==> src/rtl/ss_pkg.sv <==
package ss_pkg;
    typedef enum logic [2:0] {
        SS_IDLE  = 3'd0,
        SS_START = 3'd1,
        SS_HOLD  = 3'd2,
        SS_RAMP  = 3'd3,
        SS_RUN   = 3'd4,
        SS_LOCK  = 3'd5
    } ss_state_e;

    function automatic logic ss_active(ss_state_e s);
        return (s == SS_START) || (s == SS_HOLD) || (s == SS_RAMP) || (s == SS_RUN);
    endfunction
endpackage

==> src/rtl/ss_phase_timer.sv <==
module ss_phase_timer #(
    parameter int CNT_W = 13
) (
    input  logic             clk,
    input  logic             rst_n,
    input  logic             clr,
    input  logic             tick,
    output logic [CNT_W-1:0] cnt
);
    localparam logic [CNT_W-1:0] CNT_TOP = '1;

    logic [CNT_W-1:0] cnt_d, cnt_q;

    always_comb begin
        cnt_d = cnt_q;
        if (clr)
            cnt_d = '0;
        else if (tick && cnt_q != CNT_TOP)
            cnt_d = cnt_q + 1'b1;
    end

    always_ff @(posedge clk or negedge rst_n) begin
        if (!rst_n) cnt_q <= '0;
        else        cnt_q <= cnt_d;
    end

    assign cnt = cnt_q;
endmodule

==> src/rtl/ss_ilim_stepper.sv <==
module ss_ilim_stepper #(
    parameter int ILIM_W     = 6,
    parameter int ILIM_START = 2,
    parameter int ILIM_MAX   = 32,
    parameter int SLOW_MS    = 128,
    parameter int FAST_MS    = 31
) (
    input  logic              clk,
    input  logic              rst_n,
    input  logic              run,
    input  logic              tick,
    input  logic              fast_sel,
    output logic [ILIM_W-1:0] ilim
);
    localparam int PER_MAX = (SLOW_MS > FAST_MS) ? SLOW_MS : FAST_MS;
    localparam int PCNT_W  = $clog2(PER_MAX + 1);
    localparam logic [PCNT_W-1:0] SLOW_LAST = PCNT_W'(SLOW_MS - 1);
    localparam logic [PCNT_W-1:0] FAST_LAST = PCNT_W'(FAST_MS - 1);
    localparam logic [ILIM_W-1:0] CODE_LO   = ILIM_W'(ILIM_START);
    localparam logic [ILIM_W-1:0] CODE_HI   = ILIM_W'(ILIM_MAX);

    typedef struct packed {
        logic [PCNT_W-1:0] pcnt;
        logic [ILIM_W-1:0] code;
    } stp_t;

    stp_t stp_d, stp_q;
    logic [PCNT_W-1:0] last;

    always_comb begin
        last  = fast_sel ? FAST_LAST : SLOW_LAST;
        stp_d = stp_q;
        if (!run) begin
            stp_d.pcnt = '0;
            stp_d.code = CODE_LO;
        end else if (tick) begin
            if (stp_q.pcnt >= last) begin
                stp_d.pcnt = '0;
                if (stp_q.code < CODE_HI)
                    stp_d.code = stp_q.code + 1'b1;
            end else begin
                stp_d.pcnt = stp_q.pcnt + 1'b1;
            end
        end
    end

    always_ff @(posedge clk or negedge rst_n) begin
        if (!rst_n) begin
            stp_q.pcnt <= '0;
            stp_q.code <= CODE_LO;
        end else begin
            stp_q <= stp_d;
        end
    end

    assign ilim = stp_q.code;

    p_ilim_cap_r2: assert property (@(posedge clk) disable iff (!rst_n)
        (stp_q.code >= CODE_LO) && (stp_q.code <= CODE_HI));
endmodule

==> src/rtl/ss_softstart_seq.sv <==
module ss_softstart_seq #(
    parameter int DEM_W      = 9,
    parameter int ILIM_W     = 6,
    parameter int ILIM_START = 2,
    parameter int ILIM_MAX   = 32,
    parameter int SLOW_MS    = 128,
    parameter int FAST_MS    = 31,
    parameter int HOLD_MS    = 500,
    parameter int STEP_MS    = 8,
    parameter int LOCK_MS    = 8000,
    parameter int FLOOR      = 256
) (
    input  logic              clk,
    input  logic              rst_n,
    input  logic              en,
    input  logic              fast_sel,
    input  logic [DEM_W-1:0]  ext_demand,
    input  logic              mode_sw,
    input  logic              lock_det,
    input  logic              ms_tick,
    output logic [DEM_W-1:0]  applied_demand,
    output logic [ILIM_W-1:0] ilim_code,
    output logic              drive_en
);
    import ss_pkg::*;

    localparam int TMAX  = (LOCK_MS > HOLD_MS) ? ((LOCK_MS > STEP_MS) ? LOCK_MS : STEP_MS)
                                               : ((HOLD_MS > STEP_MS) ? HOLD_MS : STEP_MS);
    localparam int TMR_W = $clog2(TMAX + 1);
    localparam logic [TMR_W-1:0] HOLD_LAST = TMR_W'(HOLD_MS - 1);
    localparam logic [TMR_W-1:0] STEP_LAST = TMR_W'(STEP_MS - 1);
    localparam logic [TMR_W-1:0] LOCK_LAST = TMR_W'(LOCK_MS - 1);
    localparam logic [DEM_W-1:0] FLOOR_V   = DEM_W'(FLOOR);

    typedef struct packed {
        ss_state_e        st;
        logic [DEM_W-1:0] dem;
    } seq_t;

    seq_t seq_d, seq_q;
    logic [TMR_W-1:0] tmr;
    logic [DEM_W-1:0] floor_dem;
    logic             tmr_clr, step_now, hold_exp, step_exp, lock_exp;

    ss_phase_timer #(.CNT_W(TMR_W)) u_timer (
        .clk   (clk),
        .rst_n (rst_n),
        .clr   (tmr_clr),
        .tick  (ms_tick),
        .cnt   (tmr)
    );

    ss_ilim_stepper #(
        .ILIM_W     (ILIM_W),
        .ILIM_START (ILIM_START),
        .ILIM_MAX   (ILIM_MAX),
        .SLOW_MS    (SLOW_MS),
        .FAST_MS    (FAST_MS)
    ) u_ilim (
        .clk      (clk),
        .rst_n    (rst_n),
        .run      (ss_active(seq_q.st)),
        .tick     (ms_tick),
        .fast_sel (fast_sel),
        .ilim     (ilim_code)
    );

    always_comb begin
        floor_dem = (ext_demand > FLOOR_V) ? ext_demand : FLOOR_V;
        hold_exp  = ms_tick && (tmr >= HOLD_LAST);
        step_exp  = ms_tick && (tmr >= STEP_LAST);
        lock_exp  = ms_tick && (tmr >= LOCK_LAST);
        step_now  = 1'b0;
        seq_d     = seq_q;
        unique case (seq_q.st)
            SS_IDLE: begin
                if (en) begin
                    seq_d.st  = SS_START;
                    seq_d.dem = floor_dem;
                end
            end
            SS_START: begin
                seq_d.dem = floor_dem;
                if (mode_sw) seq_d.st = SS_HOLD;
            end
            SS_HOLD: begin
                seq_d.dem = floor_dem;
                if (hold_exp) seq_d.st = SS_RAMP;
            end
            SS_RAMP: begin
                if (ext_demand >= seq_q.dem) begin
                    seq_d.dem = ext_demand;
                    seq_d.st  = SS_RUN;
                end else if (step_exp) begin
                    seq_d.dem = seq_q.dem - 1'b1;
                    step_now  = 1'b1;
                end
            end
            SS_RUN: seq_d.dem = ext_demand;
            SS_LOCK: begin
                seq_d.dem = '0;
                if (lock_exp) begin
                    seq_d.st  = SS_START;
                    seq_d.dem = floor_dem;
                end
            end
            default: begin
                seq_d.st  = SS_IDLE;
                seq_d.dem = '0;
            end
        endcase
        if (ss_active(seq_q.st) && lock_det) begin
            seq_d.st  = SS_LOCK;
            seq_d.dem = '0;
        end
        if (!en) begin
            seq_d.st  = SS_IDLE;
            seq_d.dem = '0;
        end
        tmr_clr = (seq_d.st != seq_q.st) || step_now;
    end

    always_ff @(posedge clk or negedge rst_n) begin
        if (!rst_n) begin
            seq_q.st  <= SS_IDLE;
            seq_q.dem <= '0;
        end else begin
            seq_q <= seq_d;
        end
    end

    assign applied_demand = seq_q.dem;
    assign drive_en       = ss_active(seq_q.st);

    // while staying active, the limit code moves up by at most one per clock
    p_ilim_step_r1: assert property (@(posedge clk) disable iff (!rst_n)
        (ss_active(seq_q.st) && $past(ss_active(seq_q.st)))
        |-> (ilim_code == $past(ilim_code)) || (ilim_code == $past(ilim_code) + 1'b1));

    p_floor_r3: assert property (@(posedge clk) disable iff (!rst_n)
        ((seq_q.st == SS_START) || (seq_q.st == SS_HOLD)) |-> (applied_demand >= FLOOR_V));

    p_ramp_down_r4: assert property (@(posedge clk) disable iff (!rst_n)
        ((seq_q.st == SS_RAMP) && ($past(seq_q.st) == SS_RAMP))
        |-> (applied_demand <= $past(applied_demand))
            && (applied_demand + 1'b1 >= $past(applied_demand)));

    p_lock_off_r6: assert property (@(posedge clk) disable iff (!rst_n)
        (seq_q.st == SS_LOCK) |-> (!drive_en && applied_demand == '0));

    p_disable_r7: assert property (@(posedge clk) disable iff (!rst_n)
        !en |=> (!drive_en && applied_demand == '0));
endmodule

==> config.mk <==
export PLATFORM = sky130hd
export DESIGN_NAME = ss_softstart_seq
export DESIGN_NICKNAME = d
export VERILOG_FILES = /design/src/rtl/ss_pkg.sv /design/src/rtl/ss_phase_timer.sv /design/src/rtl/ss_ilim_stepper.sv /design/src/rtl/ss_softstart_seq.sv
export SDC_FILE = /design/constraint.sdc
export NUM_CORES = 1
export LEC_CHECK = 0
export ABC_AREA = 0
export BUFFER_PORTS_ARGS = -buffer_cell sky130_fd_sc_hd__buf_2
export CAP_MARGIN = 20
export CORE_ASPECT_RATIO = 1.1
export CORE_MARGIN = 3
export CORE_UTILIZATION = 59
export CTS_BUF_LIST = sky130_fd_sc_hd__clkbuf_4 sky130_fd_sc_hd__clkbuf_8 sky130_fd_sc_hd__clkbuf_16
export DETAILED_ROUTE_END_ITERATION = 7
export PLACE_DENSITY = 0.8
export SLEW_MARGIN = 15
export SYNTH_ARGS = -nofsm -noshare
export SYNTH_HDL_FRONTEND = slang
export SYNTH_SLANG_ARGS = --single-unit
==> constraint.sdc <==
create_clock -name clk -period 2.6 [get_ports clk]
set_clock_uncertainty 0.05 [all_clocks]
set_input_delay 0.65 -clock clk [delete_from_list [all_inputs] [get_ports clk]]
set_output_delay 0.65 -clock clk [all_outputs]
set_load 0.1 [all_outputs]
After elaboration in Yosys (flattened, before gate mapping):

Cells that the tools add are included.

* flip-flop bits (word level): 39
* bits of input ports: 16
* output and inout port bits: 16

* add/sub/neg operators: 4
* order comparisons: 7
* equality and inequality tests: 11
* multiplexer cells: 22
* reductions and logical operators: 13

Operators by type and width (number)
* $mux W12: 3
* $pmux W9 S4: 1
* $mux W14: 2
* $mux W9: 3
* $mux W13: 2
* $pmux W3 S6: 1
* $add A13 B1 Y13 const B: 1
* $ge A13 B13 Y1 const B: 1
* $ge A13 B3 Y1 const B: 1
* $ge A13 B9 Y1 const B: 1
* $ne A13 B13 Y1 const B: 1
* $mux W6: 2
* $ge A9 B9 Y1: 1
* $gt A9 B9 Y1 const B: 1
* $mux W3: 3
* $sub A9 B1 Y9 const B: 1
* $add A8 B1 Y8 const B: 1
* $ge A8 B8 Y1: 1
* $mux W8: 1
* $mux W7: 1
* $add A6 B1 Y6 const B: 1
* $eq A3 B2 Y1 const B: 2
* $eq A3 B3 Y1 const B: 2
* $lt A6 B6 Y1 const B: 1
* 11 further kinds: 22

Depth between registers and ports, before layout:

Gate-level depths: netlist (run 1).

* depth after elaboration: 10
* mapped depth: 9

Hierarchy:

Synthesis (run 1) repeated with hierarchy kept, for this count alone.

* cells, all modules: 343
* area total of the unflattened synthesis: 3010.4 um^2

Modules (own cells, without submodules)
* ss_softstart_seq: times used 1, cells each 167, area each 1346.3 um^2, seq. area each 300.3 um^2
* ss_ilim_stepper: times used 1, cells each 104, area each 924.6 um^2, seq. area each 351.6 um^2
* ss_phase_timer: times used 1, cells each 72, area each 739.5 um^2, seq. area each 325.3 um^2

Worst setup path after synthesis (run 1):

Ideal clock, no wire load.

* path type: flip-flop to flip-flop
* start point: register seq_q[9] (netlist bit)
* end point: register u_ilim.stp_q, in the netlist u_ilim.ilim[4]
* setup time: 124 ps
* arrival time: 2415 ps
* setup slack: 12 ps
* cell stages (with the launch flop): 10
* period minus slack after synthesis: 2588 ps
* path through: dfrtp_1 buf_6 o21a_1 or2_1 buf_6 inv_1 o21ai_0 nand3_1 nor4_1 o21bai_1

* word-level cells in the longest chain between the ends: 6
* elaborated cells on any way between the ends: 12
* those cells by class: eq/ne (7); mux (1); reduce/logical (4)

RTL lines
* from (decl): RTL line ss_softstart_seq.sv:40 `seq_t seq_d, seq_q;`
* from (signal assigned): RTL line ss_softstart_seq.sv:128 `seq_q <= seq_d;`
* $eq A3 B1 Y1 / $eq A3 B2 Y1 (equally long branches)
* $logic_or A1 B1 Y1 (2 in series)
* $logic_or A1 B1 Y1 (*)
* net drive_en: RTL line ss_softstart_seq.sv:23 `output logic drive_en`
* $ne A2 B2 Y1 (no source line)
* $reduce_and A3 Y1 (no source line)
* to (signal assigned): RTL line ss_ilim_stepper.sv:52 `stp_q <= stp_d;`
* to (decl): RTL line ss_ilim_stepper.sv:27 `stp_t stp_d, stp_q;`

The timed path passes the listed nets; every way through them passes the cells marked *.
A chain may end at the register's enable or synchronous reset.

Worst setup path in the final report (run 1):

* start point: register seq_q[11] (netlist bit)
* end point: output port drive_en

* word-level cells in the longest chain between the ends: 4
* elaborated cells on any way between the ends: 7
* those cells by class: eq/ne (4); reduce/logical (3)

RTL lines
* $eq A3 B1 Y1 / $eq A3 B2 Y1 (equally long branches): RTL line ss_pkg.sv:12 `return (s == SS_START) || (s == SS_HOLD) || (s == SS_RAMP) || (s == SS_RUN);`
* $logic_or A1 B1 Y1 (2 in series): RTL line ss_pkg.sv:12
* $logic_or A1 B1 Y1 (*): RTL line ss_pkg.sv:12
* to (decl): RTL line ss_softstart_seq.sv:23

Every way passes the cells marked *; elsewhere a longest branch is shown, timed or not.

==> results of run 1 <==
worst max-delay path, delay by kind of cell (launching register included):
| kind | cells | cell delay [ns] |
|---|---|---|
| AOI/OAI and AO/OA | 1 | 0.18 |
| buffers and inverters | 2 | 0.44 |
| DFF | 1 | 0.50 |
| and+or+nand+nor | 1 | 0.35 |
cells in the mapped netlist, types with 3 or more instances:
library cell | count | share of area
a21oi_1 | 17 | 0.029
nor3b_1 | 3 | 0.0076
a31oi_1 | 3 | 0.0064
clkbuf_1 | 4 | 0.0051
and3_1 | 10 | 0.021
buf_4 | 15 | 0.038
ha_1 | 16 | 0.068
nand2b_1 | 5 | 0.011
buf_6 | 3 | 0.011
inv_1 | 18 | 0.023
and2_1 | 4 | 0.0085
nor3_2 | 10 | 0.034
nor2b_1 | 3 | 0.0064
a21o_1 | 5 | 0.013
buf_2 | 6 | 0.010
a22oi_1 | 4 | 0.010
nand2_1 | 30 | 0.038
dfrtp_1 | 38 | 0.32
nor3_1 | 8 | 0.014
o21ai_0 | 27 | 0.046
nor2_1 | 24 | 0.031
nor4_1 | 4 | 0.0085
o21a_1 | 3 | 0.0076
xnor2_1 | 8 | 0.024
o2bb2ai_1 | 7 | 0.021
o21bai_1 | 3 | 0.0076
xor2_1 | 6 | 0.018
and4_1 | 4 | 0.012
nand3_1 | 15 | 0.025
worst max path at each step:
stage,from,endpoint,slack [ns],cells after the start
2_1_floorplan,seq_q[9],u_ilim.ilim[4],0.01,9
3_3_place_gp,ext_demand[0],u_timer.cnt[9],0.05,10
3_5_place_dp,ext_demand[0],u_timer.cnt[9],0.01,10
4_1_cts,seq_q[11],drive_en,0.14,4
5_1_grt,u_timer.cnt[0],u_timer.cnt[6],0.01,8
6_report,seq_q[11],drive_en,0.14,4
layer usage:
metal,up-vias,share of wire
met5,-,0
met4,0,0.012
met3,8,0.065
met2,97,0.47
met1,1227,0.46
li1,1282,-
final cells by class:
| class | instances | share of cell area |
|---|---|---|
| clock buffers | 6 | 0.02325 |
| clock inverters | 2 | 0.01829 |
| inverters | 18 | 0.02058 |
| multi-input cells | 255 | 0.5267 |
| flip-flops and latches | 39 | 0.2976 |
| well taps | 56 | 0.02134 |
| repair buffers | 47 | 0.09223 |
metrics by stage:
| step | std cells | setup WS [ns] | total power (uW) | cell area, um^2 | util |
|---|---|---|---|---|---|
| final | 423 | 0.1383 | 2345 | 3283 | 0.6913 |
| after detailed placement | 415 | 0.01293 | 1731 | 3133 | 0.6596 |
| after CTS | 423 | 0.1386 | 2350 | 3269 | 0.6884 |
| after floorplan | 340 | 0.01164 | 1548 | 2952 | - |
| after global placement | 415 | 0.04664 | 1703 | 3133 | 0.6596 |
| after global routing | 423 | 0.01127 | 2489 | 3283 | 0.6913 |
cell families (layout without fill, tap and decap cells):
logic type / after synthesis / count (layout) / share of synthesized area
AO/OA/AOI/OAI: 92 / 92 / 0.2192
XOR/XNOR: 14 / 14 / 0.04154
adder cells (fa/ha/maj): 16 / 16 / 0.06782
buffers and inverters: 46 / 73 / 0.08775
flip-flops: 39 / 39 / 0.3311
multiplexers: 1 / 1 / 0.003391
AND/OR/NAND/NOR: 132 / 132 / 0.2493
cell usage in the layout, fill, tap and decap left out, types with 3 or more instances in the layout:
master     count
buf_4         15
o21ai_0       27
nand2b_1       5
nand3_1       15
o21a_1         3
nor3_2        10
o21bai_1       3
xnor2_1        8
dfrtp_1       38
and2_1         4
nand2_1       30
nor2b_1        3
nor4_1         4
a21o_1         5
buf_2         30
inv_1         18
nor3b_1        3
nor3_1         8
o2bb2ai_1      7
a22oi_1        4
a21oi_1       17
ha_1          16
nor2_1        24
and4_1         3
xor2_1         6
clkbuf_8       5
and3_1        10
sequential cells by signal, summed over array words and instances (netlist names):
register / count
u_ilim.stp_q: 8
seq_q: 3
u_timer.cnt: 13
applied_demand: 9
u_ilim.ilim: 6
power by group through the flow:
stage	sequential (uW)	clock [uW]	combinational [uW]
2_1_floorplan	733	0	815
3_3_place_gp	753	0	949
3_5_place_dp	757	0	974
4_1_cts	745	622	983
5_1_grt	758	655	1080
6_report	746	612	988
==> reports/metrics.cfg, run 1 <==
[yosys]
ys.flop_type=dfrtp_1
synth_seq_cells=39
ys_types=59
synth_area_mm2=0.002952
synthesis.nets=372
syn_avg_cell_area_um2=8.681
netlist_instances=340
synth_async_sr_flop_share=1.000
synth_edf_count=0
synth_seq_area_share=0.3311
yosys_warnings=0

[route]
wl_per_cell_um=16.03
dr_total_vias=2614
routed_wl_mm=6.782
dr.pass1.iters=5
avgViaCountPerCell=6.180
postRouteAntennaNets=0
first_iter_violations=261
drc=0

[global_routing]
grt.busiest_layer=met2
grt_overflow_total=0
grt_use_met2=0.3848
grt.total_usage=0.2508
antenna_found_initial=0
met1_usage=0.3622
grt_max_degree=26
grt_pass1_wl_mm=11.62
grt_pass1_vias=2449
grtUsageMet3=0.04380

[cts]
htree_levels=2
cts-resized-gates=0
cts_inserted_buffers=5
cts_setup_buffers=0
clk_latency_ns=0.29
clock-root-buffer=clkbuf_8
cts.sinks=39
ctsLongestPathBuffers=2
cts_tree=done
path_clk_slew_ns=0.08
cts_hold_buffers=0

[pwr]
power_density_mw_per_mm2=714.4
seqPwrFrac=0.318
p_sw_frac=0.4176
ir_worst_vdd_mv=0.3987
pwr-share-comb=0.421
p_leak_uw=0.001511
p_sw_uw=979.5
intPower_uw=1366
p_clk_frac=0.261

[setup_path]
criticalPathCategory=reg -> out
crit_path_max_fanout=10
reg2reg_to=u_timer.cnt[9]
r2r-start=u_timer.cnt[7]
cp_cell_sequence=o21a_1 > or2_1 > inv_1 > buf_12
reg2regPathDepth=7
slowest_delay_ns=0.50
rrSetupSlack_ns=0.21
critPathSlowestCell=dfrtp_1
startpoint_type=flop
cp.arrival_ns=1.76
cp_data_required_time_ns=1.90
critPathCaptureType=output port

[sta]
slew_headroom=0.5881
finalMaxSlewViolations=0
setup_viol=0
fmax_mhz=406.2
fin_crit_ns=2.462
tightest_slew_ns=0.6099
fin_crit_sh=0.9468
finalSetupTns_ns=0
holdWs_ns=0.2045
rsz0062_at_grt=false
hold_violations=0

[final_layout]
regArea_um2=977.2
area_growth_pct=11.23
num_antenna_cells=0
fillers=355
fin_nets=398
multi_input_area_mm2=0.001729
layout-drive-gt1-share=0.2125

[floorplan]
dieArea_mm2=0.005888
die_x_um=73.44
initial_core_util=0.6214
core_region_area_mm2=0.004750
pin_count=32
chipHeight_um=80.18
floorplan.rows=26

[placed_design]
port_buffers=31
hpwl_mm=5.106
place_congestion=0.8621

[status]
status=finished clean

[min_path]
hold_path.class=in -> async

[flow_run]
maxCapViolations=0

Power figures use the tool's default switching activity.
==> inputs of run 2 (changes only) <==
--- a/config.mk
+++ b/config.mk
@@ -17,4 +17,5 @@
 export SLEW_MARGIN = 15
 export SYNTH_ARGS = -nofsm -noshare
 export SYNTH_HDL_FRONTEND = slang
+export SYNTH_HIERARCHICAL = 1
 export SYNTH_SLANG_ARGS = --single-unit
==> reports/metrics.cfg, run 2 <==
[sta]
slew_headroom=0.6563  ; was 0.5881
fin_crit_sh=0.9911  ; was 0.9468
fin_crit_ns=2.577  ; was 2.462 ns
setup_viol=0  ; unchanged
rsz0062_at_grt=true  ; was false
setup_ws_ns=0.02307  ; was 0.1383 ns
hold_violations=0  ; unchanged
finalSetupTns_ns=0  ; unchanged
holdWs_ns=0.3561  ; was 0.2045 ns
fmax_mhz=388.1  ; was 406.2 MHz
finalMaxSlewViolations=0  ; unchanged
tightest_slew_ns=0.5156  ; was 0.6099 ns

[floorplan]
floorplan.rows=26  ; unchanged
initial_core_util=0.6295  ; was 0.6214
chipHeight_um=80.92  ; was 80.18 um
core_region_area_mm2=0.004782  ; was 0.004750 mm^2
pin_count=32  ; unchanged
dieArea_mm2=0.005996  ; was 0.005888 mm^2
die_x_um=74.11  ; was 73.44 um

[yosys]
ys.flop_type=dfrtp_1  ; unchanged
synth_xor_area_frac=0.01164  ; was 0.04154
yosys_warnings=6  ; was 0
synth_compound_area_frac=0.2244  ; was 0.2192
syn_avg_cell_area_um2=8.777  ; was 8.681 um^2
synth_top_family_by_area=simple AND/OR/NAND/NOR gates  ; unchanged
synth_area_leaders=dfrtp_1 (32%), ha_1 (6.7%), buf_4 (4.2%)  ; was dfrtp_1 (32%), ha_1 (6.8%), o21ai_0 (4.6%)
synth_seq_area_share=0.3246  ; was 0.3311
synth_async_sr_flop_share=1.000  ; unchanged
netlist_instances=343  ; was 340
synth-simple-area-share=0.2581  ; was 0.2493
ys_types=73  ; was 59
synth_edf_count=0  ; unchanged
synth_top_area_share=0.3159  ; was 0.3222
synth_fa_ha_area_frac=0.06650  ; was 0.06783
synth_seq_cells=39  ; unchanged
yosysTopAreaCell=dfrtp_1  ; unchanged
synth_common_cells=dfrtp_1 (38), nand2_1 (29), nor2_1 (23), inv_1 (20), nand3_1 (18)  ; was dfrtp_1 (38), nand2_1 (30), o21ai_0 (27), nor2_1 (24), inv_1 (18)
synth_area_mm2=0.003010  ; was 0.002952 mm^2
synth.most_common_cell=dfrtp_1  ; unchanged
muxShareOfSynthArea=0.02411  ; was 0.003391
synthesis.nets=375  ; was 372

[route]
drc=0  ; unchanged
dr.pass1.iters=5  ; unchanged
first_iter_violations=152  ; was 261
postRouteAntennaNets=0  ; unchanged
dr_total_vias=2895  ; was 2614
avgViaCountPerCell=6.349  ; was 6.180
routed_wl_mm=7.688  ; was 6.782 mm
wl_per_cell_um=16.86  ; was 16.03 um

[final_layout]
largest_register_ffs=13  ; unchanged
num_antenna_cells=0  ; unchanged
area_growth_pct=25.15  ; was 11.23%
layout-drive-gt1-share=0.3650  ; was 0.2125
fin_nets=431  ; was 398
layout_commonest_cell=buf_4  ; was dfrtp_1
layout_common_cells=buf_4 (44), dfrtp_1 (38), buf_2 (29)  ; was dfrtp_1 (38), nand2_1 (30), buf_2 (30)

[cts]
ctsLongestPathBuffers=2  ; unchanged
path_clk_slew_ns=0.08  ; about the same
cts_hold_buffers=0  ; unchanged
cts.sinks=39  ; unchanged
htree_levels=2  ; unchanged
clk_latency_ns=0.30  ; was 0.29 ns
clock-root-buffer=clkbuf_8  ; unchanged
cts_tree=done  ; unchanged
cts_inserted_buffers=5  ; unchanged

[setup_path]
cp.arrival_ns=2.71  ; was 1.76 ns
startpoint_type=flop  ; unchanged
cp_data_required_time_ns=2.73  ; was 1.90 ns
r2r-start=applied_demand[8]  ; was u_timer.cnt[7]
crit_end=u_timer/cnt[3]  ; was drive_en
rrSetupSlack_ns=0.02  ; was 0.21 ns
crit_path_max_fanout=4  ; was 10
critPathCaptureType=flop  ; was output port
reg2reg_to=u_timer/cnt[3]  ; was u_timer.cnt[9]
reg2regPathDepth=12  ; was 7
crit_start=applied_demand[8]  ; was seq_q[11]
criticalPathCategory=reg -> reg  ; was reg -> out

[min_path]
hold_path.class=in -> async  ; unchanged

[global_routing]
antenna_found_initial=0  ; unchanged
grt_max_degree=40  ; was 26
grt.total_usage=0.2758  ; was 0.2508
grt_pass1_vias=2853  ; was 2449
grt_overflow_total=0  ; unchanged
grt_pass1_wl_mm=12.89  ; was 11.62 mm

[placed_design]
place_congestion=0.8880  ; was 0.8621
hpwl_mm=5.525  ; was 5.106 mm
pre_cts_ws_ns=-0.3380  ; was 0.01293 ns
port_buffers=31  ; unchanged

[pwr]
ir_worst_vdd_mv=1.083  ; was 0.3987 mV
power_density_mw_per_mm2=969.7  ; was 714.4 mW/mm^2
p_leak_uw=0.001682  ; was 0.001511 uW
power_uw=3653  ; was 2345 uW

[status]
status=finished clean  ; unchanged

[flow_run]
maxCapViolations=0  ; unchanged

-- run 2: logic make-up after synthesis --
| family | count (synthesis) |
|---|---|
| AO/OA/AOI/OAI | 90 |
| XOR/XNOR | 4 |
| adder cells (fa/ha/maj) | 16 |
| buffers and inverters | 48 |
| flip-flops | 39 |
| multiplexers | 7 |
| AND/OR/NAND/NOR | 139 |
-- run 2: cell type report --
type | count | area, um^2
well taps | 56 | 70.07
inverters | 22 | 82.58
fillers | 317 | 1015
clock buffers | 6 | 82.58
repair buffers | 75 | 498.0
multi-input cells | 256 | 2022
flip-flops and latches | 39 | 977.2
clock inverters | 2 | 35.03
-- run 2: worst max-delay path, cell delays in order, from the launching register on --
cell	delay, ns
dfrtp_1	0.38
inv_1	0.12
ha_4	0.23
nand2_4	0.09
nor2_4	0.04
a2111o_1	0.44
a21oi_4	0.18
nor3_1	0.08
nand2b_4	0.15
o2111ai_4	0.24
buf_4	0.16
nor2_1	0.03
mux2_4	0.26
-- run 2: per-stage QoR --
step | instances | area, um^2 | utilization
after CTS | 453 | 3681 | 0.7698
after global routing | 456 | 3767 | 0.7878
final | 456 | 3767 | 0.7878
after floorplan | 343 | 3178 | -
after global placement | 444 | 3515 | 0.7350
after detailed placement | 444 | 3515 | 0.7350
-- run 2: layer usage --
| layer | part of all wire | routed length [um] | vias to the layer above | global-route usage |
|---|---|---|---|---|
| met5 | 0 | 0 | - | 0 |
| met4 | 0.028 | 212 | 0 | 0.1087 |
| met3 | 0.056 | 432 | 25 | 0.05198 |
| met2 | 0.50 | 3813 | 105 | 0.4716 |
| met1 | 0.42 | 3230 | 1381 | 0.3401 |
| li1 | - | - | 1384 | - |
-- run 2: how the worst min path moves through the flow --
stage	endpoint	depth (start not counted)
after detailed placement	u_ilim/ilim[5]	2
after CTS	applied_demand[3]	2
after floorplan	applied_demand[0]	0
after global routing	applied_demand[3]	2
after global placement	u_ilim/stp_q[7]	2
final	applied_demand[3]	2
-- run 2: power by group --
part / internal, uW / total, uW / switching (uW)
Clock: 311 / 532 / 221
Sequential: 701 / 836 / 134
Combinational: 851 / 2290 / 1430
Total: 1860 / 3650 / 1790
-- run 2: what timing repair did --
item                                    4_1_cts  5_1_grt
gates resized for setup                       9       17
endpoints found under the setup margin        9       10
buffers inserted                              1        3
pin swaps                                     2        2
gates cloned                                  0        0
==> inputs of run 3 (changes only) <==
--- a/config.mk
+++ b/config.mk
@@ -14,6 +14,7 @@
 export CTS_BUF_LIST = sky130_fd_sc_hd__clkbuf_4 sky130_fd_sc_hd__clkbuf_8 sky130_fd_sc_hd__clkbuf_16
 export DETAILED_ROUTE_END_ITERATION = 7
 export PLACE_DENSITY = 0.8
+export SETUP_SLACK_MARGIN = 0.5
 export SLEW_MARGIN = 15
 export SYNTH_ARGS = -nofsm -noshare
 export SYNTH_HDL_FRONTEND = slang
==> reports/metrics.cfg, run 3 (synthesis gave the netlist of run 2 again) <==
[status]
status=finished with violations  ; was finished clean
violations=negative setup slack

[placed_design]
pre_cts_ws_ns=-0.4031  ; was -0.3380 ns
hpwl_mm=5.643  ; was 5.525 mm
place_congestion=0.9068  ; was 0.8880
port_buffers=31  ; unchanged

[route]
first_iter_violations=244  ; was 152
wl_per_cell_um=19.46  ; was 16.86 um
dr.pass1.iters=5  ; unchanged
met2_wirelength_mm=4.710  ; was 3.813 mm
dr_total_vias=3161  ; was 2895
top_layer=met4  ; unchanged
dr_wl_met3_um=586  ; was 432 um
drc=0  ; unchanged
postRouteAntennaNets=0  ; unchanged
wl_met1_mm=3.594  ; was 3.230 mm
routed_wl_mm=9.147  ; was 7.688 mm
avgViaCountPerCell=6.726  ; was 6.349

[pwr]
p_clk_frac=0.114  ; was 0.146
seqPwrFrac=0.205  ; was 0.229
pwr-share-comb=0.681  ; was 0.626
power_density_mw_per_mm2=974.7  ; was 969.7 mW/mm^2
p_sw_uw=2046  ; was 1790 uW
power_uw=3996  ; was 3653 uW
p_leak_uw=0.001784  ; was 0.001682 uW
p_sw_frac=0.5120  ; was 0.4900
ir_worst_vdd_mv=1.292  ; was 1.083 mV
intPower_uw=1950  ; was 1863 uW

[min_path]
hold_path.class=in -> async  ; unchanged

[setup_path]
cp_data_required_time_ns=2.74  ; was 2.73 ns
crit_family=compound AO/OA/AOI/OAI gates  ; unchanged
rrSetupSlack_ns=-0.10  ; was 0.02 ns
crit_buf_inv=2  ; unchanged
reg2regPathDepth=12  ; unchanged
crit_top_cell=a21oi_4
cp.arrival_ns=2.86  ; was 2.71 ns
criticalPathCategory=in -> reg  ; was reg -> reg
reg2reg_to=u_timer/cnt[3]  ; unchanged
startpoint_type=input port  ; was flop
slowest_delay_ns=0.33  ; was 0.44 ns
critPathCaptureType=flop  ; unchanged
crit_path_max_fanout=5  ; was 4
critPathSlowestCell=a2111o_1  ; unchanged
r2r-start=applied_demand[6]  ; was applied_demand[8]
cp_cell_sequence=buf_2 > ha_4 > a21oi_4 > o21ai_2 > a2111o_1 > a21oi_4 > nor3_1 > nand2b_1 > o2111ai_4 > buf_6 > nor2b_1 > mux2_4  ; was inv_1 > ha_4 > nand2_4 > nor2_4 > a2111o_1 > a21oi_4 > nor3_1 > nand2b_4 > o2111ai_4 > buf_4 > nor2_1 > mux2_4

[floorplan]
core_region_area_mm2=0.004782  ; unchanged
die_x_um=74.11  ; unchanged
floorplan.rows=26  ; unchanged
pin_count=32  ; unchanged
chipHeight_um=80.92  ; unchanged
dieArea_mm2=0.005996  ; unchanged
initial_core_util=0.6295  ; unchanged

[final_layout]
largest_register_ffs=13  ; unchanged
layout_commonest_cell=buf_4  ; unchanged
fin_nets=445  ; was 431
area_growth_pct=36.20  ; was 25.15%
layout_common_cells=buf_4 (47), dfrtp_1 (38), buf_2 (27)  ; was buf_4 (44), dfrtp_1 (38), buf_2 (29)
layout-drive-gt1-share=0.4493  ; was 0.3650
num_antenna_cells=0  ; unchanged

[sta]
fin_crit_ns=2.718  ; was 2.577 ns
slew_headroom=0.3441  ; was 0.6563
finalMaxSlewViolations=0  ; unchanged
fmax_mhz=367.9  ; was 388.1 MHz
fin_crit_sh=1.045  ; was 0.9911
tightest_slew_ns=0.9817  ; was 0.5156 ns
setup_ws_ns=-0.1181  ; was 0.02307 ns
hold_violations=0  ; unchanged
rsz0062_at_grt=true  ; unchanged
setup_viol=7  ; was 0

[cts]
ctsLongestPathBuffers=2  ; unchanged
clock-root-buffer=clkbuf_8  ; unchanged
cts.sinks=39  ; unchanged
htree_levels=2  ; unchanged
cts_inserted_buffers=5  ; unchanged
clk_latency_ns=0.30  ; about the same
path_clk_slew_ns=0.09  ; was 0.08 ns
cts_tree=done  ; unchanged

[global_routing]
grt_pass1_wl_mm=14.15  ; was 12.89 mm
grt_overflow_total=0  ; unchanged
grt_pass1_vias=3056  ; was 2853
antenna_found_initial=0  ; unchanged
grt_max_degree=40  ; unchanged
grt.total_usage=0.3008  ; was 0.2758

[flow_run]
maxCapViolations=0  ; unchanged

==> run 3: cell count changes in the layout (fill, tap and decap cells not counted), moves of 3 or more <==
| cell | change |
|---|---|
| o21ai_0 | -6 |
| a21oi_1 | -3 |
| o21ai_1 | +5 |
| a211oi_2 | +3 |
| nor3_4 | +3 |
| nor2_4 | +4 |
| buf_4 | +3 |
| nor2_1 | -5 |
| buf_6 | +10 |
==> run 3: cell type report <==
cell class / count / area [um^2]
Tap cell: 56 / 70.07
Multi-Input combinational cell: 258 / 2228
Timing Repair Buffer: 87 / 643.1
Clock inverter: 2 / 16.27
Clock buffer: 6 / 82.58
Sequential cell: 39 / 977.2
Fill cell: 286 / 681.9
Inverter: 22 / 82.58
==> run 3: worst max-delay path by stage <==
| stage | from | to | slack [ns] | depth (start not counted) |
|---|---|---|---|---|
| global placement | ext_demand[1] | u_timer/cnt[8] | -0.29 | 11 |
| CTS | applied_demand[6] | u_timer/cnt[3] | 0.06 | 13 |
| detailed placement | ext_demand[1] | u_timer/cnt[8] | -0.40 | 11 |
| finish | ext_demand[6] | u_timer/cnt[3] | -0.12 | 12 |
| floorplan | ext_demand[8] | u_timer/cnt[3] | 0.001 | 11 |
| global route | applied_demand[6] | u_timer/cnt[3] | -0.16 | 12 |
==> run 3: power by group through the flow <==
stage | combinational (uW) | clock, uW | sequential, uW
after global routing | 2860 | 487 | 834
after detailed placement | 2150 | 0 | 821
after floorplan | 1760 | 0 | 823
final | 2720 | 456 | 819
after CTS | 2420 | 468 | 813
after global placement | 2110 | 0 | 814
==> run 3: repair_timing <==
item,4_1_cts,5_1_grt
pin swaps,15,14
gates resized for setup,41,23
cloned,0,2
setup endpoints to repair,26,35
hold buffers,0,0
buffers inserted,7,8
==> run 3: per-stage QoR <==
step / setup TNS, ns / hold slack, ns / cell area, um^2 / cells / utilization
floorplan: 0 / 0.3044 / 3278 / 343 / -
global placement: -2.995 / 0.4432 / 3602 / 445 / 0.7533
detailed placement: -4.858 / 0.4626 / 3602 / 445 / 0.7533
CTS: 0 / 0.4549 / 3902 / 460 / 0.8161
global route: -0.8683 / 0.4794 / 4100 / 470 / 0.8574
finish: -0.4140 / 0.4300 / 4100 / 470 / 0.8574
==> run 3: routing by layer <==
metal / global-route usage / up-vias
met1: 0.3652 / 1557
met5: 0 / -
met2: 0.5186 / 165
met4: 0.1232 / 0
met3: 0.05569 / 30
li1: - / 1409
